[src/rtl/tre_pkg.sv]
package tre_pkg;
  typedef enum logic [2:0] {
    ST_IDLE,
    ST_WAIT,
    ST_SEND,
    ST_FLUSH,
    ST_DONE
  } tre_state_e;

  typedef enum logic [1:0] {
    SEG_OPEN,
    SEG_DATA,
    SEG_CLOSE
  } tre_seg_e;

  // chip k of each pattern sits at bit k
  localparam logic [7:0] OPEN_CHIPS  = 8'hB8;
  localparam logic [7:0] CLOSE_CHIPS = 8'h1D;
  localparam int unsigned GRP_W      = 3;   // ticks per chip = 2**GRP_W
endpackage

[src/rtl/tre_chip_gen.sv]
module tre_chip_gen
  import tre_pkg::*;
(
  input  tre_seg_e   seg_i,
  input  logic [3:0] chip_idx_i,
  input  logic [7:0] cur_byte_i,
  output logic       chip_o
);
  logic data_bit;

  always_comb begin
    data_bit = cur_byte_i[chip_idx_i[3:1]];
    unique case (seg_i)
      SEG_OPEN:  chip_o = OPEN_CHIPS[chip_idx_i[2:0]];
      SEG_DATA:  chip_o = chip_idx_i[0] ? data_bit : ~data_bit;
      SEG_CLOSE: chip_o = CLOSE_CHIPS[chip_idx_i[2:0]];
      default:   chip_o = 1'b0;
    endcase
  end
endmodule

[src/rtl/tre_delay.sv]
module tre_delay #(
  parameter int unsigned SEL_W = 3
) (
  input  logic             clk,
  input  logic             rst_n,
  input  logic             clr_i,
  input  logic             en_i,
  input  logic             din_i,
  input  logic [SEL_W-1:0] sel_i,
  output logic             dout_o
);
  localparam int unsigned NTAP = (1 << SEL_W) - 1;

  logic [NTAP-1:0] hist_q, hist_d;

  always_comb begin
    hist_d = hist_q;
    if (clr_i)     hist_d = '0;
    else if (en_i) hist_d = {hist_q[NTAP-2:0], din_i};
  end

  always_ff @(posedge clk or negedge rst_n) begin
    if (!rst_n) hist_q <= '0;
    else        hist_q <= hist_d;
  end

  always_comb begin
    if (sel_i == '0) dout_o = din_i;
    else             dout_o = hist_q[sel_i - 1'b1];
  end

  // the alignment history starts empty so the leading ticks are zero
  p_clear_r6: assert property (@(posedge clk) disable iff (!rst_n)
    $past(clr_i) |-> (hist_q == '0));
endmodule

[src/rtl/tag_resp_encoder.sv]
module tag_resp_encoder
  import tre_pkg::*;
#(
  parameter int unsigned TS_W     = 16,
  parameter int unsigned LEN_W    = 6,
  parameter int unsigned SLOW_REP = 4
) (
  input  logic             clk,
  input  logic             rst_n,
  input  logic             start_i,
  input  logic [LEN_W-1:0] frame_len_i,
  input  logic [TS_W-1:0]  start_time_i,
  input  logic             slow_i,
  input  logic [TS_W-1:0]  tick_i,
  input  logic [7:0]       byte_i,
  input  logic             byte_valid_i,
  output logic             byte_ready_o,
  output logic             mod_o,
  output logic             busy_o,
  output logic             done_o
);
  localparam int unsigned REP_W = (SLOW_REP > 1) ? $clog2(SLOW_REP) : 1;
  localparam logic [REP_W-1:0] REP_SLOW_MAX = REP_W'(SLOW_REP - 1);
  localparam logic [GRP_W-1:0] TICK_LAST    = '1;

  tre_state_e        state_q, state_d;
  tre_seg_e          seg_q, seg_d;
  logic [GRP_W-1:0]  tick_q, tick_d;
  logic [REP_W-1:0]  rep_q, rep_d, rep_max;
  logic [3:0]        chip_q, chip_d;
  logic [LEN_W-1:0]  left_q, left_d;
  logic [LEN_W-1:0]  fetch_q, fetch_d;
  logic [7:0]        buf_q, buf_d, cur_q, cur_d;
  logic              buf_full_q, buf_full_d;
  logic [TS_W-1:0]   time_q, time_d;
  logic              slow_q, slow_d;
  logic              mod_q, mod_d;
  logic              ld_cur, chip_end, chip_val, dly_out, take;

  tre_chip_gen u_chip (
    .seg_i      (seg_q),
    .chip_idx_i (chip_q),
    .cur_byte_i (cur_q),
    .chip_o     (chip_val)
  );

  tre_delay #(.SEL_W(GRP_W)) u_delay (
    .clk    (clk),
    .rst_n  (rst_n),
    .clr_i  (state_q == ST_WAIT),
    .en_i   ((state_q == ST_SEND) || (state_q == ST_FLUSH)),
    .din_i  ((state_q == ST_SEND) ? chip_val : 1'b0),
    .sel_i  (time_q[GRP_W-1:0]),
    .dout_o (dly_out)
  );

  assign rep_max      = slow_q ? REP_SLOW_MAX : '0;
  assign chip_end     = (tick_q == TICK_LAST) && (rep_q == rep_max);
  assign byte_ready_o = ((state_q == ST_WAIT) || (state_q == ST_SEND))
                        && !buf_full_q && (fetch_q != '0);
  assign take         = byte_ready_o && byte_valid_i;

  always_comb begin
    state_d    = state_q;
    seg_d      = seg_q;
    tick_d     = tick_q;
    rep_d      = rep_q;
    chip_d     = chip_q;
    left_d     = left_q;
    fetch_d    = fetch_q;
    buf_d      = buf_q;
    cur_d      = cur_q;
    buf_full_d = buf_full_q;
    time_d     = time_q;
    slow_d     = slow_q;
    ld_cur     = 1'b0;

    unique case (state_q)
      ST_IDLE: begin
        if (start_i) begin
          state_d    = ST_WAIT;
          time_d     = start_time_i;
          slow_d     = slow_i;
          left_d     = frame_len_i;
          fetch_d    = frame_len_i;
          buf_full_d = 1'b0;
        end
      end
      ST_WAIT: begin
        tick_d = '0;
        rep_d  = '0;
        chip_d = '0;
        seg_d  = SEG_OPEN;
        if ((tick_i[TS_W-1:GRP_W] == time_q[TS_W-1:GRP_W]) &&
            (tick_i[GRP_W-1:0] == '0))
          state_d = ST_SEND;
      end
      ST_SEND: begin
        tick_d = tick_q + 1'b1;
        if (tick_q == TICK_LAST) rep_d = rep_q + 1'b1;
        if (chip_end) begin
          rep_d  = '0;
          chip_d = chip_q + 1'b1;
          unique case (seg_q)
            SEG_OPEN: if (chip_q == 4'd7) begin
              chip_d = '0;
              if (left_q == '0) seg_d = SEG_CLOSE;
              else begin
                seg_d  = SEG_DATA;
                ld_cur = 1'b1;
              end
            end
            SEG_DATA: if (chip_q == 4'd15) begin
              chip_d = '0;
              if (left_q == '0) seg_d = SEG_CLOSE;
              else              ld_cur = 1'b1;
            end
            SEG_CLOSE: if (chip_q == 4'd7) begin
              chip_d  = '0;
              state_d = ST_FLUSH;
            end
            default: seg_d = SEG_OPEN;
          endcase
        end
      end
      ST_FLUSH: begin
        tick_d = tick_q + 1'b1;
        if (tick_q == TICK_LAST) state_d = ST_DONE;
      end
      ST_DONE: state_d = ST_IDLE;
      default: state_d = ST_IDLE;
    endcase

    if (ld_cur) begin
      cur_d      = buf_q;
      buf_full_d = 1'b0;
      left_d     = left_q - 1'b1;
    end
    if (take) begin
      buf_d      = byte_i;
      buf_full_d = 1'b1;
      fetch_d    = fetch_q - 1'b1;
    end
  end

  always_comb begin
    mod_d = 1'b0;
    if ((state_q == ST_SEND) || (state_q == ST_FLUSH)) mod_d = dly_out;
  end

  always_ff @(posedge clk or negedge rst_n) begin
    if (!rst_n) begin
      state_q    <= ST_IDLE;
      seg_q      <= SEG_OPEN;
      tick_q     <= '0;
      rep_q      <= '0;
      chip_q     <= '0;
      left_q     <= '0;
      fetch_q    <= '0;
      buf_q      <= '0;
      cur_q      <= '0;
      buf_full_q <= 1'b0;
      time_q     <= '0;
      slow_q     <= 1'b0;
      mod_q      <= 1'b0;
    end else begin
      state_q    <= state_d;
      seg_q      <= seg_d;
      tick_q     <= tick_d;
      rep_q      <= rep_d;
      chip_q     <= chip_d;
      left_q     <= left_d;
      fetch_q    <= fetch_d;
      buf_q      <= buf_d;
      cur_q      <= cur_d;
      buf_full_q <= buf_full_d;
      time_q     <= time_d;
      slow_q     <= slow_d;
      mod_q      <= mod_d;
    end
  end

  assign mod_o  = mod_q;
  assign busy_o = (state_q != ST_IDLE);
  assign done_o = (state_q == ST_DONE);

  // a chip value holds for all ticks of its chip period
  p_chip_hold_r2: assert property (@(posedge clk) disable iff (!rst_n)
    (state_q == ST_SEND && $past(state_q) == ST_SEND && tick_q != '0)
      |-> (chip_val == $past(chip_val)));

  // sending begins only on the aligned start tick
  p_align_r6: assert property (@(posedge clk) disable iff (!rst_n)
    (state_q == ST_SEND && $past(state_q) == ST_WAIT)
      |-> ($past(tick_i[TS_W-1:GRP_W]) == time_q[TS_W-1:GRP_W]
           && $past(tick_i[GRP_W-1:0]) == '0));

  // no modulation outside a frame
  p_quiet_r8: assert property (@(posedge clk) disable iff (!rst_n)
    !busy_o |-> !mod_o);

  // completion is a single-cycle pulse
  p_done_pulse_r8: assert property (@(posedge clk) disable iff (!rst_n)
    done_o |=> !done_o);

  // a strobe during a frame leaves the captured settings alone
  p_ignore_r9: assert property (@(posedge clk) disable iff (!rst_n)
    (busy_o && start_i) |=> ($stable(time_q) && $stable(slow_q)));

  // bytes are requested only while a frame is pending
  p_ready_busy_r11: assert property (@(posedge clk) disable iff (!rst_n)
    byte_ready_o |-> busy_o);
endmodule

[config.mk]
export PLATFORM = sky130hd
export DESIGN_NAME = tag_resp_encoder
export DESIGN_NICKNAME = d
export VERILOG_FILES = /design/src/rtl/tre_pkg.sv /design/src/rtl/tre_chip_gen.sv /design/src/rtl/tre_delay.sv /design/src/rtl/tag_resp_encoder.sv
export SDC_FILE = /design/constraint.sdc
export NUM_CORES = 1
export LEC_CHECK = 0
export BUFFER_PORTS_ARGS = -buffer_cell sky130_fd_sc_hd__buf_2
export CORE_UTILIZATION = 61
export DETAILED_ROUTE_END_ITERATION = 6
export PLACE_DENSITY = 0.94
export SLEW_MARGIN = 30
export SYNTH_ARGS = -nofsm -noshare
export SYNTH_HDL_FRONTEND = slang
export SYNTH_HIERARCHICAL = 1
export SYNTH_SLANG_ARGS = --single-unit
[constraint.sdc]
create_clock -name clk -period 5.4 [get_ports clk]
set_input_delay 1.08 -clock clk [delete_from_list [all_inputs] [get_ports clk]]
set_output_delay 1.08 -clock clk [all_outputs]
set_load 0.02 [all_outputs]
==> flow_summary_export.csv <==
group,metric,value,unit
timing,worst_pin_slew,0.8331,ns
timing,fin_crit_sh,53.28,%
cells_and_area,final_common_cell,"nand2_1",
setup_path,slowest_delay,0.40,ns
synthesis,synth_edf_count,0,
pwr,vdd_drop_max,327.8,uV
cells_and_area,antennaDiodeCount,0,
placed_design,place_ws,2.687,ns
timing,rsz0062_at_grt,"no",
cts,postCtsSetupBuffers,0,
grt,grt_pass1_wl,12250,um
timing,fmax,347.5,MHz
cts,hold_buffers,0,
cts,numCtsBuffers,9,
floorplan,row_count,27,
hold_path,min_path_type,"reg2reg",
timing,setup_ws,2.523,ns
drt,drc,0,
synthesis,postSynthRegisterBits,68,
synthesis,synth_ff_type,"dfrtp_1",
cts,cts_tree,"yes",
synthesis,netlist_top_cells_area,"dfrtp_1 48%, nand2_1 9.1%, mux2i_1 4.5%",
timing,setup_viol,0,
outcome,status,"finished, final reports clean",
grt,grt_max_degree,69,
floorplan,io-pin-count,55,
setup_path,cp.arrival,1.80,ns
placed_design,gp_congestion,0.8769,
pwr,total_power,1927,uW
synthesis,yosys_warnings,6,
synthesis,syn_inst,358,
setup_path,crit_fanout,5,
synthesis,synth_area,0.003576,sq mm
cts,cts.sinks,68,
setup_path,critPathRequiredTime,4.32,ns
floorplan,die_h,78.57,um
cts,htree_levels,3,
cts,cts_root_buf,"clkbuf_8",
cells_and_area,layout_common_cells,"87 x nand2_1, 68 x dfrtp_1, 54 x buf_2, 19 x nor2_1, 16 x mux2i_1",
cts,clk_pin_slew,0.07,ns
drt,wl_per_cell,15.13,um
synthesis,ys_seq_area_share,47.59,%
job,maxCapViolCount,0,
drt,drt-total-wl,7351,um
synthesis,syn_area_per_cell,9.989,sq um
timing,finalCriticalPeriod,2.877,ns
placed_design,io_buffers,54,
cells_and_area,final_nets,468,
setup_path,start_kind,"flip-flop",
synthesis,yosys.area.top_type,"dfrtp_1",
setup_path,path_class,"reg2out",
timing,finalClockSkew,0.006908,ns
synthesis,synth_async_sr_flop_share,100.0,%
placed_design,hpwl,5097,um
setup_path,critPathTopFamily,"flip-flops",
grt,grt_usage,26.32,%
pwr,leakagePower,0.002033,uW
synthesis,yosysTopAreaCellShare,47.59,%
drt,dr.pass1.iters,4,
cts,cts_resized,0,
cells_and_area,fillCellCount,397,
pwr,p_per_area,477.4,mW/mm^2
grt,first_global_vias,2669,
grt,overflow,0,
drt,drt-vias-per-instance,5.765,
floorplan,initial_core_util,64.15,%
synthesis,yosysUniqueCellTypes,55,
cts,cts.path.max_buffers,2,
timing,maxSlewViolCount,0,
cells_and_area,syn2layout_area_growth,12.91,%
setup_path,endpoint_kind,"output pin",
drt,ant_nets,0,
setup_path,path_buf_inv,2,
setup_path,slowest_stage,"dfrtp_1",
drt,dr_total_vias,2802,
synthesis,postSynthNetCount,416,
timing,fin_setup_tns,0,ns
cts,clk_latency,0.35,ns
setup_path,path_cells,"inv_1, ha_1, nor3b_1, a2111oi_4, buf_2",
timing,final_hold_viol_count,0,
grt,antenna_found_initial,0,
timing,relSlewSlack,44.46,%
cells_and_area,final_util,72.44,%
cells_and_area,layout-drive-gt1-share,22.95,%
floorplan,die-area,0.006172,sq mm
floorplan,floorplan.core_area,0.005574,sq mm
floorplan,chipWidth,78.57,um
drt,drtIter0Drc,172,
==> routing by layer <==
layer / wire length (um) / GRT usage (%)
met3: 321 / 5.698
met2: 3719 / 42.70
met4: 144 / 11.67
met5: 0 / 0
met1: 3165 / 33.88
==> stage by stage <==
stage          cell area, sq um  cells  hold WS [ns]
5_1_grt                    4038    486        0.5087
2_1_floorplan              3576    358        0.4401
6_report                   4038    486        0.4759
3_3_place_gp               3855    471        0.4549
4_1_cts                    4036    486        0.4798
3_5_place_dp               3855    471        0.4603
==> Yosys cell counts, types with 2 or more instances <==
| library cell | count |
|---|---|
| o21a_1 | 3 |
| a22o_1 | 2 |
| a21oi_1 | 8 |
| xnor2_1 | 3 |
| dfrtp_1 | 68 |
| clkbuf_1 | 3 |
| a221o_1 | 4 |
| ha_1 | 7 |
| nand3b_1 | 4 |
| nand2b_1 | 3 |
| or3b_1 | 2 |
| or2_2 | 2 |
| mux4_1 | 2 |
| inv_1 | 14 |
| nor2_1 | 19 |
| xor2_1 | 12 |
| nor3_1 | 4 |
| buf_6 | 2 |
| and2_1 | 5 |
| mux2i_1 | 16 |
| nor4_1 | 6 |
| a211oi_1 | 2 |
| mux2_2 | 12 |
| nor2b_1 | 2 |
| nand2_1 | 87 |
| buf_2 | 5 |
| nand3_1 | 5 |
| a31o_2 | 3 |
| or3_1 | 2 |
| buf_1 | 2 |
| o21ai_0 | 15 |
| o31ai_1 | 4 |
| nor3b_1 | 4 |
| and3_1 | 5 |
==> path summary, 6_finish.rpt <==
kind / start / end / slack, ns / depth (start not counted)
worst max-delay path: fetch_q[0]$_DFFE_PN0P_ / byte_ready_o / 2.52 / 5
worst min-delay path: buf_q[3]$_DFFE_PN0N_ / buf_q[3]$_DFFE_PN0N_ / 0.48 / 2
min in group asynchronous: rst_n / cur_q[6]$_DFFE_PN0N_ / 0.92 / 2
worst min register to register: buf_q[3]$_DFFE_PN0N_ / buf_q[3]$_DFFE_PN0N_ / 0.48 / 2
max in group asynchronous: rst_n / fetch_q[1]$_DFFE_PN0P_ / 3.95 / 2
worst max register to register: tick_q[0]$_DFFE_PN0P_ / left_q[4]$_DFFE_PN0P_ / 2.95 / 6
==> where the power goes <==
| group | switching [uW] | leakage (uW) | internal (uW) | total [uW] |
|---|---|---|---|---|
| Sequential | 156 | 0.000879 | 671 | 827 |
| Combinational | 386 | 0.00106 | 313 | 699 |
| Clock | 192 | 0.0000959 | 209 | 401 |
| Total | 734 | 0.00203 | 1190 | 1930 |
==> worst min-delay path, cell delays in order, from the launching register on <==
cell and delay, ns:
dfrtp_1 0.34, nand2_1 0.05, nand2_1 0.05
==> state kept, by name, summed over array words and instances, names as in the netlist <==
signal / flops
time_q: 16
buf_q: 8
cur_q: 8
u_delay/hist_q: 7
fetch_q: 6
left_q: 6
chip_q: 4
state_q: 3
tick_q: 3
rep_q: 2
seg_q: 2
buf_full_q: 1
mod_o: 1
slow_q: 1
==> logic make-up (layout without fill, tap and decap cells) <==
kind of cell               after synthesis  count (layout)  synth area share, %
buffers and inverters                   28              84                3.954
AOI/OAI and AO/OA                       53              53                10.81
muxes                                   31              31                10.36
xor gates and xnor gates                16              16                4.444
DFF                                     68              68                47.59
and+or+nand+nor                        155             155                20.40
adders and majority gates                7               7                2.449
==> area by class of cell <==
class                           count  area [sq um]  area share, %
Sequential cell                    68          1702          42.14
Timing Repair Buffer               55         277.8          6.879
Clock buffer                       10         127.6          3.161
Clock inverter                      5         53.80          1.333
Multi-Input combinational cell    262          1734          42.95
Inverter                           14         52.55          1.302
Tap cell                           72         90.09          2.231
Note: power is estimated with default switching activity, not from simulation.
